$ cat src/rtl/xyr_pkg.sv
package xyr_pkg;
   localparam int NPORT = 5;

   typedef enum logic [2:0] {
      P_LOCAL = 3'd0,
      P_NORTH = 3'd1,
      P_EAST  = 3'd2,
      P_SOUTH = 3'd3,
      P_WEST  = 3'd4
   } port_e;

   typedef enum logic [1:0] {
      S_IDLE,
      S_ROUTE,
      S_WAIT,
      S_FWD
   } in_state_e;
endpackage

$ cat src/rtl/xyr_route.sv
module xyr_route
   import xyr_pkg::*;
#(
   parameter int NX    = 4,
   parameter int NY    = 2,
   parameter int MY_X  = 1,
   parameter int MY_Y  = 0,
   parameter bit TORUS = 1'b0,
   localparam int XW   = $clog2(NX),
   localparam int YW   = $clog2(NY)
) (
   input  logic [XW-1:0] dst_x,
   input  logic [YW-1:0] dst_y,
   output port_e         dir
);
   generate
      if (TORUS) begin : g_torus
         int dx, dy;
         always_comb begin
            dx = (int'(dst_x) - MY_X + NX) % NX;
            dy = (int'(dst_y) - MY_Y + NY) % NY;
            if (dx != 0)
               dir = (2 * dx <= NX) ? P_EAST : P_WEST;
            else if (dy != 0)
               dir = (2 * dy <= NY) ? P_NORTH : P_SOUTH;
            else
               dir = P_LOCAL;
         end
      end else begin : g_mesh
         always_comb begin
            if (dst_x != XW'(MY_X))
               dir = (dst_x > XW'(MY_X)) ? P_EAST : P_WEST;
            else if (dst_y != YW'(MY_Y))
               dir = (dst_y > YW'(MY_Y)) ? P_NORTH : P_SOUTH;
            else
               dir = P_LOCAL;
         end
      end
   endgenerate
endmodule

$ cat src/rtl/xyr_fifo.sv
module xyr_fifo #(
   parameter int W     = 32,
   parameter int DEPTH = 4,
   localparam int AW   = $clog2(DEPTH),
   localparam int CW   = $clog2(DEPTH + 1)
) (
   input  logic         clk,
   input  logic         rst_n,
   input  logic         wr_en,
   input  logic [W-1:0] wr_data,
   input  logic         rd_en,
   output logic         full,
   output logic         valid,
   output logic [W-1:0] head
);
   logic [W-1:0]  mem [DEPTH];
   logic [AW-1:0] wp, rp;
   logic [CW-1:0] count;

   assign full  = (count == CW'(DEPTH));
   assign valid = (count != '0);
   assign head  = mem[rp];

   always_ff @(posedge clk) begin
      if (!rst_n) begin
         wp    <= '0;
         rp    <= '0;
         count <= '0;
      end else begin
         if (wr_en) begin
            mem[wp] <= wr_data;
            wp      <= (wp == AW'(DEPTH - 1)) ? '0 : wp + 1'b1;
         end
         if (rd_en)
            rp <= (rp == AW'(DEPTH - 1)) ? '0 : rp + 1'b1;
         count <= count + CW'(wr_en) - CW'(rd_en);
      end
   end

   a_r8_no_overflow: assert property (@(posedge clk) disable iff (!rst_n)
      count <= CW'(DEPTH));
   a_r8_no_underflow: assert property (@(posedge clk) disable iff (!rst_n)
      rd_en |-> count != '0);
endmodule

$ cat src/rtl/xyr_in_ctrl.sv
module xyr_in_ctrl
   import xyr_pkg::*;
#(
   parameter int NX        = 4,
   parameter int NY        = 2,
   parameter int MY_X      = 1,
   parameter int MY_Y      = 0,
   parameter bit TORUS     = 1'b0,
   parameter int ROUTE_LAT = 3,
   localparam int XW       = $clog2(NX),
   localparam int YW       = $clog2(NY),
   localparam int CNTW     = $clog2(ROUTE_LAT)
) (
   input  logic            clk,
   input  logic            rst_n,
   input  logic            head_valid,
   input  logic [XW+YW-1:0] head_xy,
   input  logic            granted,
   input  logic            tail_done,
   output logic            want,
   output port_e           route
);
   in_state_e     st;
   logic [CNTW-1:0] cnt;
   port_e         dir;

   xyr_route #(
      .NX(NX), .NY(NY), .MY_X(MY_X), .MY_Y(MY_Y), .TORUS(TORUS)
   ) u_route (
      .dst_x (head_xy[XW-1:0]),
      .dst_y (head_xy[XW+YW-1:XW]),
      .dir   (dir)
   );

   assign want = (st == S_WAIT);

   always_ff @(posedge clk) begin
      if (!rst_n) begin
         st    <= S_IDLE;
         cnt   <= '0;
         route <= P_LOCAL;
      end else begin
         unique case (st)
            S_IDLE: if (head_valid) begin
               route <= dir;
               cnt   <= '0;
               st    <= S_ROUTE;
            end
            S_ROUTE: begin
               if (cnt == CNTW'(ROUTE_LAT - 2)) st <= S_WAIT;
               else                             cnt <= cnt + 1'b1;
            end
            S_WAIT:  if (granted)   st <= S_FWD;
            S_FWD:   if (tail_done) st <= S_IDLE;
            default: st <= S_IDLE;
         endcase
      end
   end

   a_r7_grant_only_waiting: assert property (@(posedge clk) disable iff (!rst_n)
      granted |-> st == S_WAIT);
endmodule

$ cat src/rtl/xyr_out_arb.sv
module xyr_out_arb #(
   parameter int N   = 5,
   localparam int IW = $clog2(N)
) (
   input  logic          clk,
   input  logic          rst_n,
   input  logic [N-1:0]  req,
   input  logic          fire,
   input  logic          fire_tail,
   output logic          locked,
   output logic [IW-1:0] owner,
   output logic [N-1:0]  gnt
);
   logic [IW-1:0] ptr, win;
   logic          found;
   int            idx;

   always_comb begin
      found = 1'b0;
      win   = '0;
      idx   = 0;
      for (int k = 0; k < N; k++) begin
         idx = int'(ptr) + k;
         if (idx >= N) idx = idx - N;
         if (!found && req[idx]) begin
            found = 1'b1;
            win   = IW'(idx);
         end
      end
      gnt = '0;
      if (found && !locked) gnt[win] = 1'b1;
   end

   always_ff @(posedge clk) begin
      if (!rst_n) begin
         locked <= 1'b0;
         owner  <= '0;
         ptr    <= '0;
      end else if (!locked) begin
         if (found) begin
            locked <= 1'b1;
            owner  <= win;
            ptr    <= (win == IW'(N - 1)) ? '0 : win + 1'b1;
         end
      end else if (fire && fire_tail) begin
         locked <= 1'b0;
      end
   end

   a_r7_grant_onehot: assert property (@(posedge clk) disable iff (!rst_n)
      $onehot0(gnt));
   a_r6_owner_held: assert property (@(posedge clk) disable iff (!rst_n)
      (locked && !(fire && fire_tail)) |=> (locked && $stable(owner)));
endmodule

$ cat src/rtl/xy_mesh_router.sv
module xy_mesh_router
   import xyr_pkg::*;
#(
   parameter int FLIT_W    = 32,
   parameter int NX        = 4,
   parameter int NY        = 2,
   parameter int MY_X      = 1,
   parameter int MY_Y      = 0,
   parameter bit TORUS     = 1'b0,
   parameter int DEPTH     = 4,
   parameter int ROUTE_LAT = 3,
   localparam int XW       = $clog2(NX),
   localparam int YW       = $clog2(NY),
   localparam int IW       = $clog2(NPORT)
) (
   input  logic                          clk,
   input  logic                          rst_n,
   input  logic [NPORT-1:0]              in_req,
   input  logic [NPORT-1:0][FLIT_W-1:0]  in_flit,
   output logic [NPORT-1:0]              in_ack,
   output logic [NPORT-1:0]              out_req,
   output logic [NPORT-1:0][FLIT_W-1:0]  out_flit,
   input  logic [NPORT-1:0]              out_ack
);
   generate
      if (NX < 2 || NY < 2) begin : g_bad_dim
         $error("mesh needs at least two columns and two rows");
      end
      if (MY_X >= NX || MY_Y >= NY) begin : g_bad_pos
         $error("router position lies outside the mesh");
      end
      if (DEPTH < 2) begin : g_bad_depth
         $error("input queue depth must be at least two");
      end
      if (ROUTE_LAT < 2) begin : g_bad_lat
         $error("routing latency must be at least two cycles");
      end
      if (FLIT_W <= XW + YW + 1) begin : g_bad_width
         $error("flit too narrow for coordinates and tail flag");
      end
   endgenerate

   logic [FLIT_W-1:0] head   [NPORT];
   logic [NPORT-1:0]  valid, full, want, granted, pop, tail_done;
   port_e             route  [NPORT];
   logic [NPORT-1:0]  req_to [NPORT];
   logic [NPORT-1:0]  gnt    [NPORT];
   logic [IW-1:0]     owner  [NPORT];
   logic [NPORT-1:0]  locked, fire;

   for (genvar i = 0; i < NPORT; i++) begin : g_in
      assign in_ack[i]    = in_req[i] && !full[i];
      assign tail_done[i] = pop[i] && head[i][FLIT_W-1];

      xyr_fifo #(.W(FLIT_W), .DEPTH(DEPTH)) u_fifo (
         .clk     (clk),
         .rst_n   (rst_n),
         .wr_en   (in_req[i] && in_ack[i]),
         .wr_data (in_flit[i]),
         .rd_en   (pop[i]),
         .full    (full[i]),
         .valid   (valid[i]),
         .head    (head[i])
      );

      xyr_in_ctrl #(
         .NX(NX), .NY(NY), .MY_X(MY_X), .MY_Y(MY_Y),
         .TORUS(TORUS), .ROUTE_LAT(ROUTE_LAT)
      ) u_ctrl (
         .clk        (clk),
         .rst_n      (rst_n),
         .head_valid (valid[i]),
         .head_xy    (head[i][XW+YW-1:0]),
         .granted    (granted[i]),
         .tail_done  (tail_done[i]),
         .want       (want[i]),
         .route      (route[i])
      );
   end

   for (genvar o = 0; o < NPORT; o++) begin : g_out
      for (genvar i = 0; i < NPORT; i++) begin : g_req
         assign req_to[o][i] = want[i] && (route[i] == port_e'(o));
      end

      assign out_req[o]  = locked[o] && valid[owner[o]];
      assign out_flit[o] = head[owner[o]];
      assign fire[o]     = out_req[o] && out_ack[o];

      xyr_out_arb #(.N(NPORT)) u_arb (
         .clk       (clk),
         .rst_n     (rst_n),
         .req       (req_to[o]),
         .fire      (fire[o]),
         .fire_tail (out_flit[o][FLIT_W-1]),
         .locked    (locked[o]),
         .owner     (owner[o]),
         .gnt       (gnt[o])
      );

      a_r9_hold_until_ack: assert property (@(posedge clk) disable iff (!rst_n)
         (out_req[o] && !out_ack[o]) |=> (out_req[o] && $stable(out_flit[o])));
   end

   always_comb begin
      pop     = '0;
      granted = '0;
      for (int i = 0; i < NPORT; i++) begin
         for (int o = 0; o < NPORT; o++) begin
            if (fire[o] && owner[o] == IW'(i)) pop[i] = 1'b1;
            if (gnt[o][i])                     granted[i] = 1'b1;
         end
      end
   end
endmodule

$ cat config.mk
export PLATFORM = sky130hd
export DESIGN_NAME = xy_mesh_router
export DESIGN_NICKNAME = d
export VERILOG_FILES = /design/src/rtl/xyr_pkg.sv /design/src/rtl/xyr_route.sv /design/src/rtl/xyr_fifo.sv /design/src/rtl/xyr_in_ctrl.sv /design/src/rtl/xyr_out_arb.sv /design/src/rtl/xy_mesh_router.sv
export SDC_FILE = /design/constraint.sdc
export NUM_CORES = 1
export LEC_CHECK = 0
export ABC_AREA = 1
export CAP_MARGIN = 5
export CORE_MARGIN = 4
export CORE_UTILIZATION = 55
export DETAILED_ROUTE_END_ITERATION = 10
export DONT_BUFFER_PORTS = 1
export GPL_TIMING_DRIVEN = 0
export PLACE_DENSITY_LB_ADDON = 0.08
export SYNTH_ARGS = -nofsm -noshare
export SYNTH_HDL_FRONTEND = slang
export SYNTH_SLANG_ARGS = --single-unit
$ cat constraint.sdc
create_clock -name clk -period 3.05 [get_ports clk]
set_clock_uncertainty 0.1 [all_clocks]
set_input_delay 0.1525 -clock clk [delete_from_list [all_inputs] [get_ports clk]]
set_output_delay 0.1525 -clock clk [all_outputs]
set_load 0.01 [all_outputs]
==> impl_results.md <==
* Outcome: finished with violations
* Failing checks: negative setup slack
* Starting Density at 0.558
* Combinational share of power at 0.619
* MaxCap Viol Count at 0
* Vias per cell at 6.51
* Nets@finish at 4852
* Setup Total Neg Slack at -3.84 ns
* Die X at 275 um
* Chip height at 275 um
* Root Buffer: clkbuf_16
* FF+latch count, synth at 755
* Peak VDD IR at 799 uV
* Clock network power share at 0.160
* Met1 Use GR at 0.502
* Design area at 49500 um2
* Area post-placement at 41200 um2
* Sw Share at 0.497
* Sequential power share at 0.220
* TritonCTS Sinks at 755
* DPL Wire Length at 112 mm
* Slew @ Worst Pin at 1.25 ns
* Synth unique cells at 54
* ANT nets after route at 0
* Yosys warning total at 0
* Syn avg cell area at 9.54 um2
* Area Growth Syn to Fin at 25.8%
* Cts bufs inserted at 80
* Total core area at 70500 um2
* Slew Limit Fails at 0
* HP Start: in_flit[67]
* Fillers at 5303
* Via Count at 36213
* RSZ-0062 raised after global routing: true
* Gr busiest metal: met2
* Internal power at 29800 uW
* Multi-input logic area at 18400 um2
* Worst Path Required at 3.48 ns
* Total GRT Usage at 0.401
* DRT iter0 DRCs at 5224
* PnR worst setup slack at -0.204 ns
* Class of the worst hold path: in -> reg
* Htree depth at 3
* Skew-Pair Late Insertion Delay at 0.65 ns
* Top FF cell, synth: edfxtp_1
* Reg2reg path depth at 25
* Post-synth design cell area at 39400 um2
* Largest net degree at the start of global routing at 30
* Post-DR wirelength/cell at 28.4 um
* Net switching power at 29500 uW
* Number of enable flip-flop cells after synthesis at 640
* Setup Viol. Count Final at 43
* Fin crit period at 3.25 ns
* Port Buffers at 0
* FF-to-FF End: g_in[1].u_ctrl.st[0]
* Drc violations at 0
* IO Pins at 342
* Grt met3 use at 0.154
* Dpl cells at 5086
* Hold EP: g_in[2].u_fifo.mem[1][3]
* Count of non-filler cells in the finished layout at 5563
* Initial antenna violation count at 6
* Drt first pass iters at 8
* CTS tree: built
* Cells after Synth at 4126
* Post-Syn Nets at 4421
* Worst setup EP type: register
* Arrival @ worst endpoint at 3.68 ns
* Startpoint types: register
* Share of cells above drive strength 1 at 0.233
* Register area share after synthesis at 0.547
* Synth async-reset ratio at 0
* Worst hold stages at 1
* Clock Pin Slew Worst Setup and Hold Paths at 0.06 ns
* First-pass GRT wire length at 223 mm
* R2r setup slk at -0.20 ns
* Max Clock Freq at 307 MHz
* Detailed Route WL at 158 mm
* Leak pwr at 0.0189 uW
* Number of global-route vias before repair at 33446
* Critical path type: reg -> reg
* Pwr Density at 1200 nW/um2
* R2R Path Start: g_out[4].u_arb.ptr[0]
* Die footprint at 75900 um2
* Min Hold Slack at 0.106 ns
* Max-slew headroom at 0.170
* Final Hold Vio Count at 0
* Reg area at 21600 um2
* Worst Path Max Fanout at 7
* Period utilisation layout at 1.07
* Met2 Use GR at 0.599
* Clk buf depth at 3
* Post-Route Utilization at 0.702
* GR Overflow Total at 0
* Rows at 97
* Final Wtd Congestion at 1.07
cell usage in the layout (no fill, tap or decap), types with 142 or more instances in the layout:
master and count:
nand2_1 885, edfxtp_1 640, o22ai_1 243, o21ai_0 234, a21oi_1 217, inv_1 211
nor2_1 205, dlygate4sd3_1 171, buf_4 145, nand3_1 142
Yosys cell counts (7+ instances only):
cell type / count / share of area
inv_2: 38 / 0.0036
a21oi_1: 239 / 0.030
nor2_1: 265 / 0.025
o211ai_1: 13 / 0.0025
o21ai_1: 19 / 0.0024
nand3_1: 204 / 0.026
clkinv_1: 9 / 0.00086
edfxtp_1: 640 / 0.49
nor2_2: 10 / 0.0016
clkbuf_1: 186 / 0.018
dfxtp_1: 115 / 0.059
fa_1: 10 / 0.0051
inv_1: 259 / 0.025
a211oi_1: 8 / 0.0015
nor2_4: 10 / 0.0029
buf_4: 15 / 0.0029
ha_1: 113 / 0.036
nand2_2: 28 / 0.0045
o22ai_1: 253 / 0.040
xor2_1: 12 / 0.0027
a32o_1: 150 / 0.038
o21ai_2: 7 / 0.0016
nand3_2: 20 / 0.0051
o221ai_1: 89 / 0.020
nand2_1: 970 / 0.093
nor3_1: 10 / 0.0013
nand4_1: 40 / 0.0064
nand3b_1: 7 / 0.0013
o21ai_0: 321 / 0.041
timing repair:
item / in CTS / in global routing
gates resized for setup: 556 / 391
pin swaps: 146 / 151
setup buffers: 120 / 43
endpoints found under the hold margin: 667 / 0
endpoints found under the setup margin: 220 / 190
hold buffers: 171 / 0
per-layer routing:
metal  vias to the layer above  share of wire
li1                      15879              -
met5                         -        0.00048
met1                     17481           0.36
met3                       580           0.14
met2                      2269           0.43
met4                         4          0.074
cells by family after synthesis:
logic type / after synthesis / synth area share
adders and majority gates: 123 / 0.0410
AOI/OAI and AO/OA: 1125 / 0.184
xor gates and xnor gates: 18 / 0.00420
and+or+nand+nor: 1588 / 0.173
buffers and inverters: 517 / 0.0513
DFF: 755 / 0.547
final cells by class:
class	instances	share of cell area
plain buffers	208	0.0201
diodes	6	0.000303
clock inverters	45	0.00968
inverters	308	0.0257
multi-input cells	2854	0.371
repair buffers	350	0.0704
well taps	940	0.0238
flip-flops and latches	755	0.436
clock buffers	97	0.0421
worst max-delay path by stage:
stage / depth (start not counted) / end / startpoint / slack [ns]
floorplan: 24 / g_in[0].u_ctrl.st[0] / g_out[1].u_arb.ptr[0] / 0.001
global placement: 4 / g_in[1].u_fifo.mem[2][13] / rst_n / -1.56
detailed placement: 15 / g_in[4].u_fifo.count[2] / g_in[4].u_fifo.count[1] / -1.17
CTS: 20 / g_in[0].u_fifo.count[2] / g_out[0].u_arb.owner[0] / -0.15
global route: 23 / g_in[4].u_ctrl.st[0] / g_out[1].u_arb.ptr[0] / -0.33
finish: 25 / g_in[1].u_ctrl.st[0] / g_out[4].u_arb.ptr[0] / -0.20
registers in the layout, summed over array words and instances (netlist names), named ones only:
register and count:
g_out.u_arb.ptr 15, g_in.u_ctrl.route 15, g_in.u_fifo.count 15, g_in.u_fifo.wp 10, g_in.u_ctrl.st 10, g_out.u_arb.locked 5, g_out.u_arb.owner 15, g_in.u_ctrl.cnt 10
g_in.u_fifo.mem 640, g_in.u_fifo.rp 10
metrics by stage:
| stage | worst slack (ns) | power (uW) |
|---|---|---|
| floorplan | 0.00130 | 30800 |
| detailed placement | -1.17 | 39900 |
| global route | -0.334 | 61600 |
| global placement | -1.56 | 39600 |
| finish | -0.204 | 59300 |
| CTS | -0.145 | 54600 |
critical path, cell delays in order, from the launching register on:
cell and delay (ns):
dfxtp_4 0.35, buf_6 0.11, inv_8 0.04, ha_4 0.15, fa_2 0.43, nand2_4 0.12
nand2_8 0.08, inv_1 0.07, nand2_1 0.06, nand2_2 0.13, nand2_1 0.07, nand3_1 0.08
nand3_1 0.08, nand2_2 0.11, nand3_2 0.08, buf_4 0.14, nand3_1 0.08, nand2_1 0.10
nand3_2 0.12, nand2_2 0.11, nor2_2 0.14, nor2_2 0.06, nand3_4 0.12, nand3_1 0.09
nand2_1 0.09, nor2_1 0.04
power by group through the flow:
| stage | Combinational [uW] | Sequential, uW | Clock (uW) |
|---|---|---|---|
| 6_report | 36700 | 13100 | 9510 |
| 5_1_grt | 38400 | 13200 | 10000 |
| 3_5_place_dp | 26800 | 13100 | 0 |
| 3_3_place_gp | 26500 | 13100 | 0 |
| 4_1_cts | 32100 | 13000 | 9520 |
| 2_1_floorplan | 17900 | 12900 | 0 |
Power figures use the tool's default switching activity.
